## config.mk

```make
export PLATFORM = sky130hd
export DESIGN_NAME = pwr_fault_seq
export DESIGN_NICKNAME = d
export VERILOG_FILES = /design/src/rtl/pfs_pkg.sv /design/src/rtl/pfs_blank_timer.sv /design/src/rtl/pfs_datapath.sv /design/src/rtl/pfs_control.sv /design/src/rtl/pwr_fault_seq.sv
export SDC_FILE = /design/constraint.sdc
export NUM_CORES = 1
export LEC_CHECK = 0
export CORE_ASPECT_RATIO = 1.5
export CORE_MARGIN = 2
export CORE_UTILIZATION = 35
export CTS_BUF_LIST = sky130_fd_sc_hd__clkbuf_8 sky130_fd_sc_hd__clkbuf_16
export CTS_CLUSTER_SIZE = 20
export DETAILED_ROUTE_END_ITERATION = 8
export GPL_TIMING_DRIVEN = 0
export SLEW_MARGIN = 20
export SYNTH_ARGS = -nofsm -noshare
export SYNTH_HDL_FRONTEND = slang
export SYNTH_SLANG_ARGS = --single-unit
```

## constraint.sdc

```tcl
create_clock -name clk -period 2.1 [get_ports clk]
set_input_delay 0.42 -clock clk [delete_from_list [all_inputs] [get_ports clk]]
set_output_delay 0.42 -clock clk [all_outputs]
set_load 0.1 [all_outputs]
```

## src/rtl/pfs_pkg.sv

```systemverilog
package pfs_pkg;

  typedef enum logic [2:0] {
    ST_OFF     = 3'd0,
    ST_SOFT    = 3'd1,
    ST_RUN     = 3'd2,
    ST_OVHOLD  = 3'd3,
    ST_HICWAIT = 3'd4,
    ST_HICSOFT = 3'd5,
    ST_HOT     = 3'd6,
    ST_LATCH   = 3'd7
  } seqState_t;

  // strobes from control to the timing datapath
  typedef struct packed {
    logic ocpArm;
    logic ovArm;
    logic uvArm;
    logic hicRun;
  } seqStrobe_t;

endpackage

```

## src/rtl/pfs_blank_timer.sv

```systemverilog
module pfs_blank_timer #(
  parameter int LEN = 16
) (
  input  logic clk,
  input  logic rstN,
  input  logic arm,
  input  logic flag,
  output logic trip
);
  localparam int CW = $clog2(LEN + 1);
  localparam logic [CW-1:0] LAST = CW'(LEN - 1);

  logic [CW-1:0] runCnt;

  always_ff @(posedge clk or negedge rstN) begin
    if (!rstN)                runCnt <= '0;
    else if (!(arm && flag))  runCnt <= '0;
    else if (runCnt != LAST)  runCnt <= runCnt + 1'b1;
  end

  // trips on the LEN-th consecutive armed edge with the flag high
  assign trip = arm && flag && (runCnt == LAST);

  generate
    if (LEN > 1) begin : g_chk
      // a window longer than one clock needs the flag in the previous cycle too
      assert_window_held_R9: assert property (@(posedge clk) disable iff (!rstN)
        trip |-> $past(flag) && $past(arm));
    end
  endgenerate

endmodule

```

## src/rtl/pfs_datapath.sv

```systemverilog
module pfs_datapath
  import pfs_pkg::*;
#(
  parameter int OCP_LIMIT   = 3,
  parameter int OV_BLANK    = 625_000,
  parameter int UV_BLANK    = 2_500_000,
  parameter int SS_PERIOD   = 125_000,
  parameter int HIC_PERIODS = 4
) (
  input  logic       clk,
  input  logic       rstN,
  input  seqStrobe_t strobe,
  input  logic       cycleEnd,
  input  logic       cycleOcp,
  input  logic       ovFlag,
  input  logic       uvFlag,
  output logic       ocpTrip,
  output logic       ovTrip,
  output logic       uvTrip,
  output logic       hicDone
);
  localparam int HIC_LEN = HIC_PERIODS * SS_PERIOD;
  localparam int OCW     = $clog2(OCP_LIMIT + 1);
  localparam logic [OCW-1:0] OCP_LAST = OCW'(OCP_LIMIT - 1);

  logic [OCW-1:0] ocpRun;

  always_ff @(posedge clk or negedge rstN) begin
    if (!rstN)              ocpRun <= '0;
    else if (!strobe.ocpArm) ocpRun <= '0;
    else if (cycleEnd) begin
      if (!cycleOcp)             ocpRun <= '0;
      else if (ocpRun != OCP_LAST) ocpRun <= ocpRun + 1'b1;
    end
  end

  assign ocpTrip = strobe.ocpArm && cycleEnd && cycleOcp && (ocpRun == OCP_LAST);

  generate
    if (OCP_LIMIT > 1) begin : g_ocpChk
      // a clean cycle clears the run, so the very next clock cannot trip
      assert_clean_cycle_clears_R5: assert property (@(posedge clk) disable iff (!rstN)
        (strobe.ocpArm && cycleEnd && !cycleOcp) |=> !ocpTrip);
    end
  endgenerate

  pfs_blank_timer #(.LEN(OV_BLANK)) u_ovWin (
    .clk(clk), .rstN(rstN), .arm(strobe.ovArm), .flag(ovFlag), .trip(ovTrip));

  pfs_blank_timer #(.LEN(UV_BLANK)) u_uvWin (
    .clk(clk), .rstN(rstN), .arm(strobe.uvArm), .flag(uvFlag), .trip(uvTrip));

  pfs_blank_timer #(.LEN(HIC_LEN)) u_hicWin (
    .clk(clk), .rstN(rstN), .arm(1'b1), .flag(strobe.hicRun), .trip(hicDone));

endmodule

```

## src/rtl/pfs_control.sv

```systemverilog
module pfs_control
  import pfs_pkg::*;
(
  input  logic       clk,
  input  logic       rstN,
  input  logic       enAbove,
  input  logic       deepOff,
  input  logic       vinLockout,
  input  logic       biasLockout,
  input  logic       ssDone,
  input  logic       ovFlag,
  input  logic       uvFlag,
  input  logic       otFlag,
  input  logic       latchSel,
  input  logic       ocpTrip,
  input  logic       ovTrip,
  input  logic       uvTrip,
  input  logic       hicDone,
  output seqStrobe_t strobe,
  output logic       swEnable,
  output logic       lowSideForce,
  output logic       ssRestart,
  output logic       pgPullLow
);
  seqState_t state, nextState, faultDest;
  logic stopReq;

  assign stopReq   = deepOff || !enAbove || vinLockout || biasLockout;
  assign faultDest = latchSel ? ST_LATCH : ST_HICWAIT;

  always_comb begin
    nextState = state;
    unique case (state)
      ST_OFF:     if (!stopReq) nextState = ST_SOFT;
      ST_SOFT: begin
        if (otFlag)       nextState = ST_HOT;
        else if (ocpTrip) nextState = faultDest;
        else if (ssDone)  nextState = ST_RUN;
      end
      ST_RUN: begin
        if (otFlag)       nextState = ST_HOT;
        else if (ocpTrip) nextState = faultDest;
        else if (ovTrip)  nextState = ST_OVHOLD;
        else if (uvTrip)  nextState = ST_HICWAIT;
      end
      ST_OVHOLD:  if (uvFlag)  nextState = faultDest;
      ST_HICWAIT: if (hicDone) nextState = ST_HICSOFT;
      ST_HICSOFT: begin
        if (ocpTrip)      nextState = faultDest;
        else if (ssDone)  nextState = ST_RUN;
      end
      ST_HOT:     if (!otFlag) nextState = ST_SOFT;
      ST_LATCH:   nextState = ST_LATCH;
      default:    nextState = ST_OFF;
    endcase
    if (stopReq && state != ST_LATCH) nextState = ST_OFF;
  end

  always_ff @(posedge clk or negedge rstN) begin
    if (!rstN) begin
      state     <= ST_OFF;
      ssRestart <= 1'b0;
    end else begin
      state     <= nextState;
      ssRestart <= (nextState != state) &&
                   (nextState == ST_SOFT || nextState == ST_HICSOFT);
    end
  end

  always_comb begin
    strobe.ocpArm = (state == ST_SOFT) || (state == ST_RUN) || (state == ST_HICSOFT);
    strobe.ovArm  = (state == ST_RUN);
    strobe.uvArm  = (state == ST_RUN);
    strobe.hicRun = (state == ST_HICWAIT);
  end

  assign swEnable     = (state == ST_SOFT) || (state == ST_RUN) || (state == ST_HICSOFT);
  assign lowSideForce = (state == ST_OVHOLD) || (state == ST_LATCH);
  assign pgPullLow    = (state != ST_RUN) || ovFlag || uvFlag || otFlag;

  // latch-off never exits without reset
  assert_latch_sticky_R13: assert property (@(posedge clk) disable iff (!rstN)
    (state == ST_LATCH) |=> (state == ST_LATCH));

  // restart request is a single-cycle pulse
  assert_restart_single_R2: assert property (@(posedge clk) disable iff (!rstN)
    ssRestart |=> !ssRestart);

  // power-good can only be released after switching was already running
  assert_pg_after_switch_R4: assert property (@(posedge clk) disable iff (!rstN)
    !pgPullLow |-> $past(swEnable));

endmodule

```

## src/rtl/pwr_fault_seq.sv

```systemverilog
module pwr_fault_seq
  import pfs_pkg::*;
#(
  parameter int OCP_LIMIT   = 3,
  parameter int OV_BLANK    = 625_000,
  parameter int UV_BLANK    = 2_500_000,
  parameter int SS_PERIOD   = 125_000,
  parameter int HIC_PERIODS = 4
) (
  input  logic clk,
  input  logic rstN,
  input  logic enAbove,
  input  logic deepOff,
  input  logic vinLockout,
  input  logic biasLockout,
  input  logic ssDone,
  input  logic cycleEnd,
  input  logic cycleOcp,
  input  logic ovFlag,
  input  logic uvFlag,
  input  logic otFlag,
  input  logic latchSel,
  output logic swEnable,
  output logic lowSideForce,
  output logic ssRestart,
  output logic pgPullLow
);
  seqStrobe_t strobe;
  logic ocpTrip, ovTrip, uvTrip, hicDone;

  pfs_datapath #(
    .OCP_LIMIT(OCP_LIMIT), .OV_BLANK(OV_BLANK), .UV_BLANK(UV_BLANK),
    .SS_PERIOD(SS_PERIOD), .HIC_PERIODS(HIC_PERIODS)
  ) u_dp (
    .clk(clk), .rstN(rstN), .strobe(strobe),
    .cycleEnd(cycleEnd), .cycleOcp(cycleOcp),
    .ovFlag(ovFlag), .uvFlag(uvFlag),
    .ocpTrip(ocpTrip), .ovTrip(ovTrip), .uvTrip(uvTrip), .hicDone(hicDone)
  );

  pfs_control u_ctl (
    .clk(clk), .rstN(rstN),
    .enAbove(enAbove), .deepOff(deepOff),
    .vinLockout(vinLockout), .biasLockout(biasLockout),
    .ssDone(ssDone), .ovFlag(ovFlag), .uvFlag(uvFlag), .otFlag(otFlag),
    .latchSel(latchSel),
    .ocpTrip(ocpTrip), .ovTrip(ovTrip), .uvTrip(uvTrip), .hicDone(hicDone),
    .strobe(strobe),
    .swEnable(swEnable), .lowSideForce(lowSideForce),
    .ssRestart(ssRestart), .pgPullLow(pgPullLow)
  );

endmodule

```

==> results by group, run 1 <==
Setup path
  • Setup crit end kind: flop
  • Slowest stage cell on the critical path: or4_4
  • Worst reg2reg setup slack: 0.04 ns
  • Crit-path max cell delay: 0.51 ns
  • Buf/Inv on CP: 1
  • Worst-path cell chain: nand2b_1 -> or4_4 -> nor4_4 -> buf_4 -> o41ai_4 -> xnor2_1 -> a211oi_1
  • Setup CP Type: reg2reg
  • Worst Reg2Reg Path Length in Cells: 7
  • Worst reg2reg path startpoint: u_dp.u_ovWin.runCnt[12]$_DFFE_PN0P_
  • CP Launch Type: flop
  • Max FO, Critical Path: 3
  • Critical path's top delay family: simple AND/OR/NAND/NOR gates
  • WP data required: 2.34 ns
  • Arrival @ worst endpoint: 2.30 ns
  • RR Endpoint: u_ctl.ssRestart$_DFF_PN0_

Power and ir drop
  • Worst IR Drop VDD: 399 uV
  • Leakage Power: 0.00175 uW
  • Tot Pwr: 3110 uW
  • Pwr Density: 697 nW/um^2

Clocking
  • CTS Buffer Depth: 2
  • Clk root buf: clkbuf_16
  • Reg clk slew, reported paths: 0.06 ns
  • CTS Buf Count: 9
  • TritonCTS clock tree: done
  • # clock sinks: 67
  • H-tree levels: 3
  • Worst-skew pair later-pin latency: 0.34 ns

Detailed routing
  • Vias/cell: 5.36
  • Iteration count of the initial detailed-routing pass: 4
  • Routed Antenna Nets: 0
  • Via count: 2,996
  • Initial DRC Count: 184
  • Avg WL per Cell: 14.1 um
  • Final WL: 7.88 mm
  • DRC: 0

Layout
  • Fillers: 962
  • Most frequent cells in the layout: nor2_1, dfrtp_1, nand2_1
  • Antenna cells: 0
  • Commonest non-fill, non-tap cell in the layout: nor2_1
  • # nets final: 454
  • Final core occ: 44.5%
  • Layout cell share with drive strength beyond 1: 12.2%
  • Layout area overhead: 24.4%

STA
  • Final worst setup slack: 0.0392 ns
  • Final Hold Fails: 0
  • Fin crit share: 98.1%
  • Max frequency: 0.485 GHz
  • Worst slew margin: 36.9%
  • Period minus WS final: 2.06 ns
  • RSZ-0062 raised after global routing: yes
  • Final slew viol count: 0
  • Hold slack: 0.0187 ns
  • Worst-Margin Slew: 0.950 ns
  • Setup TNS Final: 0 ns
  • Final setup fails: 0
  • Clock skew: 0.00611 ns

Synth
  • Unique masters post-synth: 41
  • Synth top area cells: dfrtp_1, nor2_1, xor2_1, xnor2_1, nand2_1
  • Synth Register Bits: 67
  • Syn Area/Cell: 8.93 um^2
  • Ys Warns: 0
  • Syn_nets: 418
  • Synth Instances: 401
  • Sequential area share after synthesis: 46.8%
  • Post-synth top area cell: dfrtp_1
  • Synthesized area: 3580 um^2
  • Post-synth top area share: 46.8%

Run status
  • Status: complete, no violations

Global routing
  • First-pass GRT wire length: 13.9 mm
  • Largest net degree at the start of global routing: 37
  • GRT Residual Overflow: 0
  • Antenna violations before repair: 0
  • Vias in the first global route: 3,040
  • Global-route total usage across every layer: 15.8%

Placement
  • Post-DP HPWL: 5.53 mm
  • Place WS: -0.813 ns
  • GPL Wtd Cong: 0.851
  • Port-buffer cells: 16

Worst hold path
  • Min-Delay Path Class: in2async

Floorplanning
  • IO Pins: 17
  • Die area: 11,100 um^2
  • Die height: 128 um
  • Chip Width: 86.6 um
  • Core area: 10,000 um^2
  • Initial Util: 35.7%
  • Row count: 45

Job
  • Max Cap Viol: 0
[kinds of logic (layout without fill, tap and decap cells)]
family | after synthesis | in the layout | share of synthesized area [%]
mux | 4 | 4 | 1.12
buf+inv | 25 | 66 | 2.65
compound gates | 54 | 54 | 8.80
xor+xnor | 42 | 42 | 10.3
flops | 67 | 67 | 46.8
simple gates | 205 | 205 | 29.0
fa+ha+maj | 4 | 4 | 1.40
[flip-flops by register name (all words and copies together) (netlist names)]
register and cells:
u_dp.u_ovWin.runCnt 20, u_dp.u_hicWin.runCnt 19, u_dp.ocpRun 2, u_ctl.ssRestart 1, u_ctl.state 3, u_dp.u_uvWin.runCnt 22
[layer usage]
metal | track usage (%) | up-vias | part of all wire (%)
met1 | 17.7 | 1448 | 40
met3 | 3.48 | 13 | 3.7
met4 | 7.44 | 0 | 2.8
met5 | 0 | - | 0
li1 | - | 1474 | -
met2 | 27.9 | 61 | 53
[synthesized netlist by cell type, drive strengths merged]
library cell	n
xnor2	16
nor3b	3
or3	13
nand4	13
o21a	2
nor4b	4
nand2b	4
o211ai	1
xor2	26
buf	3
nor4	7
a21boi	1
a21oi	17
ha	4
or4b	1
nor2	75
a211oi	5
nand4b	3
o21ai	19
a31oi	3
clkbuf	9
nand3	21
nor2b	3
dfrtp	67
a21o	1
o22ai	1
nand4bb	1
or4	4
and3	4
o41ai	1
inv	13
a221oi	1
a311oi	1
a2bb2oi	1
mux2i	4
nor3	12
and4	4
nand2	33
[per-stage QoR]
stage	std cells	area [um^2]
6_report	559	4460
2_1_floorplan	401	3590
4_1_cts	560	4410
3_5_place_dp	535	3910
5_1_grt	559	4460
3_3_place_gp	534	3890
[cell type report]
| cell class | instances | area (um^2) | area share [%] |
|---|---|---|---|
| Tap cell | 117 | 146 | 3.29 |
| Buffer | 11 | 62.6 | 1.40 |
| Inverter | 13 | 52.6 | 1.18 |
| Multi-Input combinational cell | 309 | 1920 | 43.0 |
| Sequential cell | 67 | 1680 | 37.7 |
| Timing Repair Buffer | 26 | 258 | 5.78 |
| Clock buffer | 9 | 225 | 5.05 |
| Clock inverter | 7 | 116 | 2.61 |
[power breakdown]
part           internal, uW  switching (uW)  total [uW]
logic                  34.4            56.0        90.4
registers              1290           0.719        1290
clock network          1160             567        1720
total                  2480             624        3110
[worst register-to-register path: cells and delay by family, from the launching register on]
family / cells / cell delay, ns
AND/OR/NAND/NOR: 3 / 0.94
flip-flops: 1 / 0.40
AO/OA/AOI/OAI: 2 / 0.31
buffers and inverters: 1 / 0.18
XOR/XNOR: 1 / 0.15
[how the worst max path moves through the flow]
stage	from	to	slack [ns]	cells after the start
2_1_floorplan	u_ctl.state[0]$_DFF_PN0_	u_ctl.ssRestart$_DFF_PN0_	0.03	7
3_3_place_gp	rstN	u_dp.u_hicWin.runCnt[11]$_DFFE_PN0N_	-1.70	1
3_5_place_dp	otFlag	pgPullLow	-0.81	3
4_1_cts	u_ctl.state[0]$_DFF_PN0_	pgPullLow	-0.03	5
5_1_grt	u_dp.u_ovWin.runCnt[12]$_DFFE_PN0P_	u_ctl.ssRestart$_DFF_PN0_	-0.04	7
6_report	u_dp.u_ovWin.runCnt[12]$_DFFE_PN0P_	u_ctl.ssRestart$_DFF_PN0_	0.04	7
[what timing repair did]
action / 4_1_cts / 5_1_grt
hold buffers: 0 / 0
setup buffers: 9 / 0
pin swaps: 6 / 6
setup endpoints to repair: 10 / 9
resized for setup: 42 / 14
(Power assumes the default switching activity.)
==> run 2: changes to the inputs <==
--- a/config.mk
+++ b/config.mk
@@ -12,7 +12,6 @@
 export CTS_CLUSTER_SIZE = 20
 export DETAILED_ROUTE_END_ITERATION = 8
 export GPL_TIMING_DRIVEN = 0
-export SLEW_MARGIN = 20
 export SYNTH_ARGS = -nofsm -noshare
 export SYNTH_HDL_FRONTEND = slang
 export SYNTH_SLANG_ARGS = --single-unit
==> run 2 against run 1 <==
Effect of this change: global-route usage shrank 0.56 points; register-to-register slack is essentially flat; first-iteration DRC count shrank 36%; setup slack got worse by 0.0071 ns; combinational power decreased by 7.4%; clock skew rose by 0.0041 ns; utilization down 0.37 points; flip-flop and latch count is the same; non-clock buffer count fell by 2.
==> results by group, run 2 (same netlist as run 1, synthesis figures left out) <==
Floorplanning
  • Die height: 128 um (unchanged)
  • IO Pins: 17 (unchanged)
  • Core area: 10,000 um^2 (unchanged)
  • Row count: 45 (unchanged)
  • Initial Util: 35.7% (unchanged)
  • Chip Width: 86.6 um (unchanged)
  • Die area: 11,100 um^2 (unchanged)

Layout
  • # nets final: 452 (was 454)
  • Commonest non-fill, non-tap cell in the layout: nor2_1 (unchanged)
  • Largest register by flop count: u_dp.u_uvWin.runCnt (unchanged)
  • Layout cell share with drive strength beyond 1: 11.6% (was 12.2%)
  • Antenna cells: 0 (unchanged)
  • Final core occ: 44.1% (was 44.5%)
  • Max reg flops: 22 (unchanged)
  • Register Area: 1680 um^2 (about the same)
  • Top flop regs: u_dp.u_uvWin.runCnt: 22 flops, u_dp.u_ovWin.runCnt: 20 flops, u_dp.u_hicWin.runCnt: 19 flops (unchanged)
  • Area of the multi-input gates: 1910 um^2 (was 1920 um^2)
  • Fillers: 962 (unchanged)
  • Layout area overhead: 23.3% (was 24.4%)
  • Most frequent cells in the layout: nor2_1, dfrtp_1, nand2_1 (unchanged)

Detailed routing
  • Via count: 2,982 (was 2,996)
  • Final WL: 7.73 mm (was 7.88 mm)
  • Vias/cell: 5.35 (was 5.36)
  • Iteration count of the initial detailed-routing pass: 4 (unchanged)
  • Initial DRC Count: 118 (was 184)
  • Routed Antenna Nets: 0 (unchanged)
  • Avg WL per Cell: 13.9 um (was 14.1 um)
  • DRC: 0 (unchanged)

Global routing
  • Antenna violations before repair: 0 (unchanged)
  • Largest net degree at the start of global routing: 68 (was 37)
  • Vias in the first global route: 3,069 (was 3,040)
  • GRT Residual Overflow: 0 (unchanged)
  • Global-route total usage across every layer: 15.2% (was 15.8%)
  • First-pass GRT wire length: 13.7 mm (was 13.9 mm)

STA
  • Period minus WS final: 2.07 ns (was 2.06 ns)
  • Clock skew: 0.0102 ns (was 0.00611 ns)
  • Final worst setup slack: 0.0322 ns (was 0.0392 ns)
  • Max frequency: 0.484 GHz (was 0.485 GHz)
  • Worst slew margin: 36.9% (about the same)
  • Final setup fails: 0 (unchanged)
  • Final slew viol count: 0 (unchanged)
  • RSZ-0062 raised after global routing: yes (unchanged)
  • Final Hold Fails: 0 (unchanged)
  • Worst-Margin Slew: 0.950 ns (about the same)
  • Fin crit share: 98.5% (was 98.1%)

Setup path
  • Setup crit end kind: output pin (was flop)
  • Worst reg2reg setup slack: 0.05 ns (was 0.04 ns)
  • Worst Reg2Reg Path Length in Cells: 7 (unchanged)
  • Critical path's top delay family: simple AND/OR/NAND/NOR gates (unchanged)
  • Arrival @ worst endpoint: 1.65 ns (was 2.30 ns)
  • Critical Path Stages: 5 (was 7)
  • Buf/Inv on CP: 2 (was 1)
  • Crit-path max cell delay: 0.43 ns (was 0.51 ns)
  • Max FO, Critical Path: 3 (unchanged)
  • CP Launch Type: flop (unchanged)
  • Worst-path cell chain: clkbuf_8 -> nor2_4 -> nand2_2 -> or4_4 -> buf_12 (was nand2b_1 -> or4_4 -> nor4_4 -> buf_4 -> o41ai_4 -> xnor2_1 -> a211oi_1)
  • Worst reg2reg path startpoint: u_dp.u_ovWin.runCnt[12]$_DFFE_PN0P_ (unchanged)
  • RR Endpoint: u_dp.u_ovWin.runCnt[3]$_DFFE_PN0P_ (was u_ctl.ssRestart$_DFF_PN0_)
  • WP data required: 1.68 ns (was 2.34 ns)
  • Slowest stage cell on the critical path: or4_4 (unchanged)
  • Setup CP Type: reg2out (was reg2reg)

Run status
  • Status: complete, no violations (unchanged)

Clocking
  • CTS Buf Count: 9 (unchanged)
  • TritonCTS clock tree: done (unchanged)
  • CTS Buffer Depth: 2 (unchanged)
  • Reg clk slew, reported paths: 0.06 ns (about the same)
  • Clk root buf: clkbuf_16 (unchanged)
  • H-tree levels: 3 (unchanged)
  • # clock sinks: 67 (unchanged)
  • CTS hold repair buffers: 0 (unchanged)
  • Worst-skew pair later-pin latency: 0.33 ns (was 0.34 ns)

Placement
  • GPL Wtd Cong: 0.851 (unchanged)
  • Place WS: -0.815 ns (was -0.813 ns)
  • Port-buffer cells: 16 (unchanged)
  • Post-DP HPWL: 5.36 mm (was 5.53 mm)

Power and ir drop
  • Worst IR Drop VDD: 335 uV (was 399 uV)
  • Leakage Power: 0.00174 uW (was 0.00175 uW)
  • Pwr Density: 699 nW/um^2 (was 697 nW/um^2)

Job
  • Max Cap Viol: 0 (unchanged)

Worst hold path
  • Min-Delay Path Class: in2async (unchanged)
-- run 2: changes by cell type in the layout (fill, tap and decap cells not counted), sizes merged --
cell    previous run  this run
clkbuf            18        17
buf               16        15
-- run 2: report_power, final --
group	internal [uW]	total [uW]	switching [uW]
clock network	1160	1710	555
registers	1290	1290	0.878
logic	29.9	83.7	53.9
total	2480	3090	610
-- run 2: area by class of cell --
| class | count | share of cell area, % |
|---|---|---|
| repair buffers | 24 | 5.13 |
| plain buffers | 11 | 1.36 |
| well taps | 117 | 3.31 |
| inverters | 13 | 1.19 |
| clock inverters | 7 | 2.63 |
| flip-flops and latches | 67 | 37.9 |
| multi-input cells | 309 | 43.3 |
| clock buffers | 9 | 5.10 |
-- run 2: per-stage QoR --
| stage | hold WS, ns | std cells | instance area (um^2) | setup TNS [ns] | total power, uW |
|---|---|---|---|---|---|
| floorplan | 0.124 | 401 | 3590 | 0 | 1340 |
| detailed placement | 0.540 | 534 | 3890 | -3.11 | 1400 |
| global route | 0.276 | 557 | 4420 | -0.0265 | 3190 |
| CTS | 0.233 | 557 | 4360 | -0.0790 | 3130 |
| finish | 0.172 | 557 | 4420 | 0 | 3090 |
| global placement | 0.524 | 534 | 3890 | -116.51 | 1400 |
-- run 2: worst max-delay path by stage --
stage / startpoint / end / slack [ns]
3_3_place_gp: rstN / u_dp.u_hicWin.runCnt[11]$_DFFE_PN0N_ / -1.70
2_1_floorplan: u_ctl.state[0]$_DFF_PN0_ / u_ctl.ssRestart$_DFF_PN0_ / 0.03
5_1_grt: u_ctl.state[0]$_DFF_PN0_ / pgPullLow / -0.01
6_report: u_ctl.state[0]$_DFF_PN0_ / pgPullLow / 0.03
3_5_place_dp: otFlag / pgPullLow / -0.81
4_1_cts: u_ctl.state[0]$_DFF_PN0_ / pgPullLow / -0.05
-- run 2: timing repair --
action,4_1_cts,5_1_grt
endpoints found under the setup margin,10,7
gates resized for setup,39,13
buffers inserted,7,1
hold endpoints to repair,0,0
pin swaps,5,4
-- run 2: routing by layer --
metal	wire length (um)	global-route usage, %	vias to the layer above	share of wire, %
met4	166	6.34	0	2.1
met5	0	0	-	0
met1	3240	17.2	1449	42
met3	200	2.32	14	2.6
li1	-	-	1474	-
met2	4130	28.0	45	53
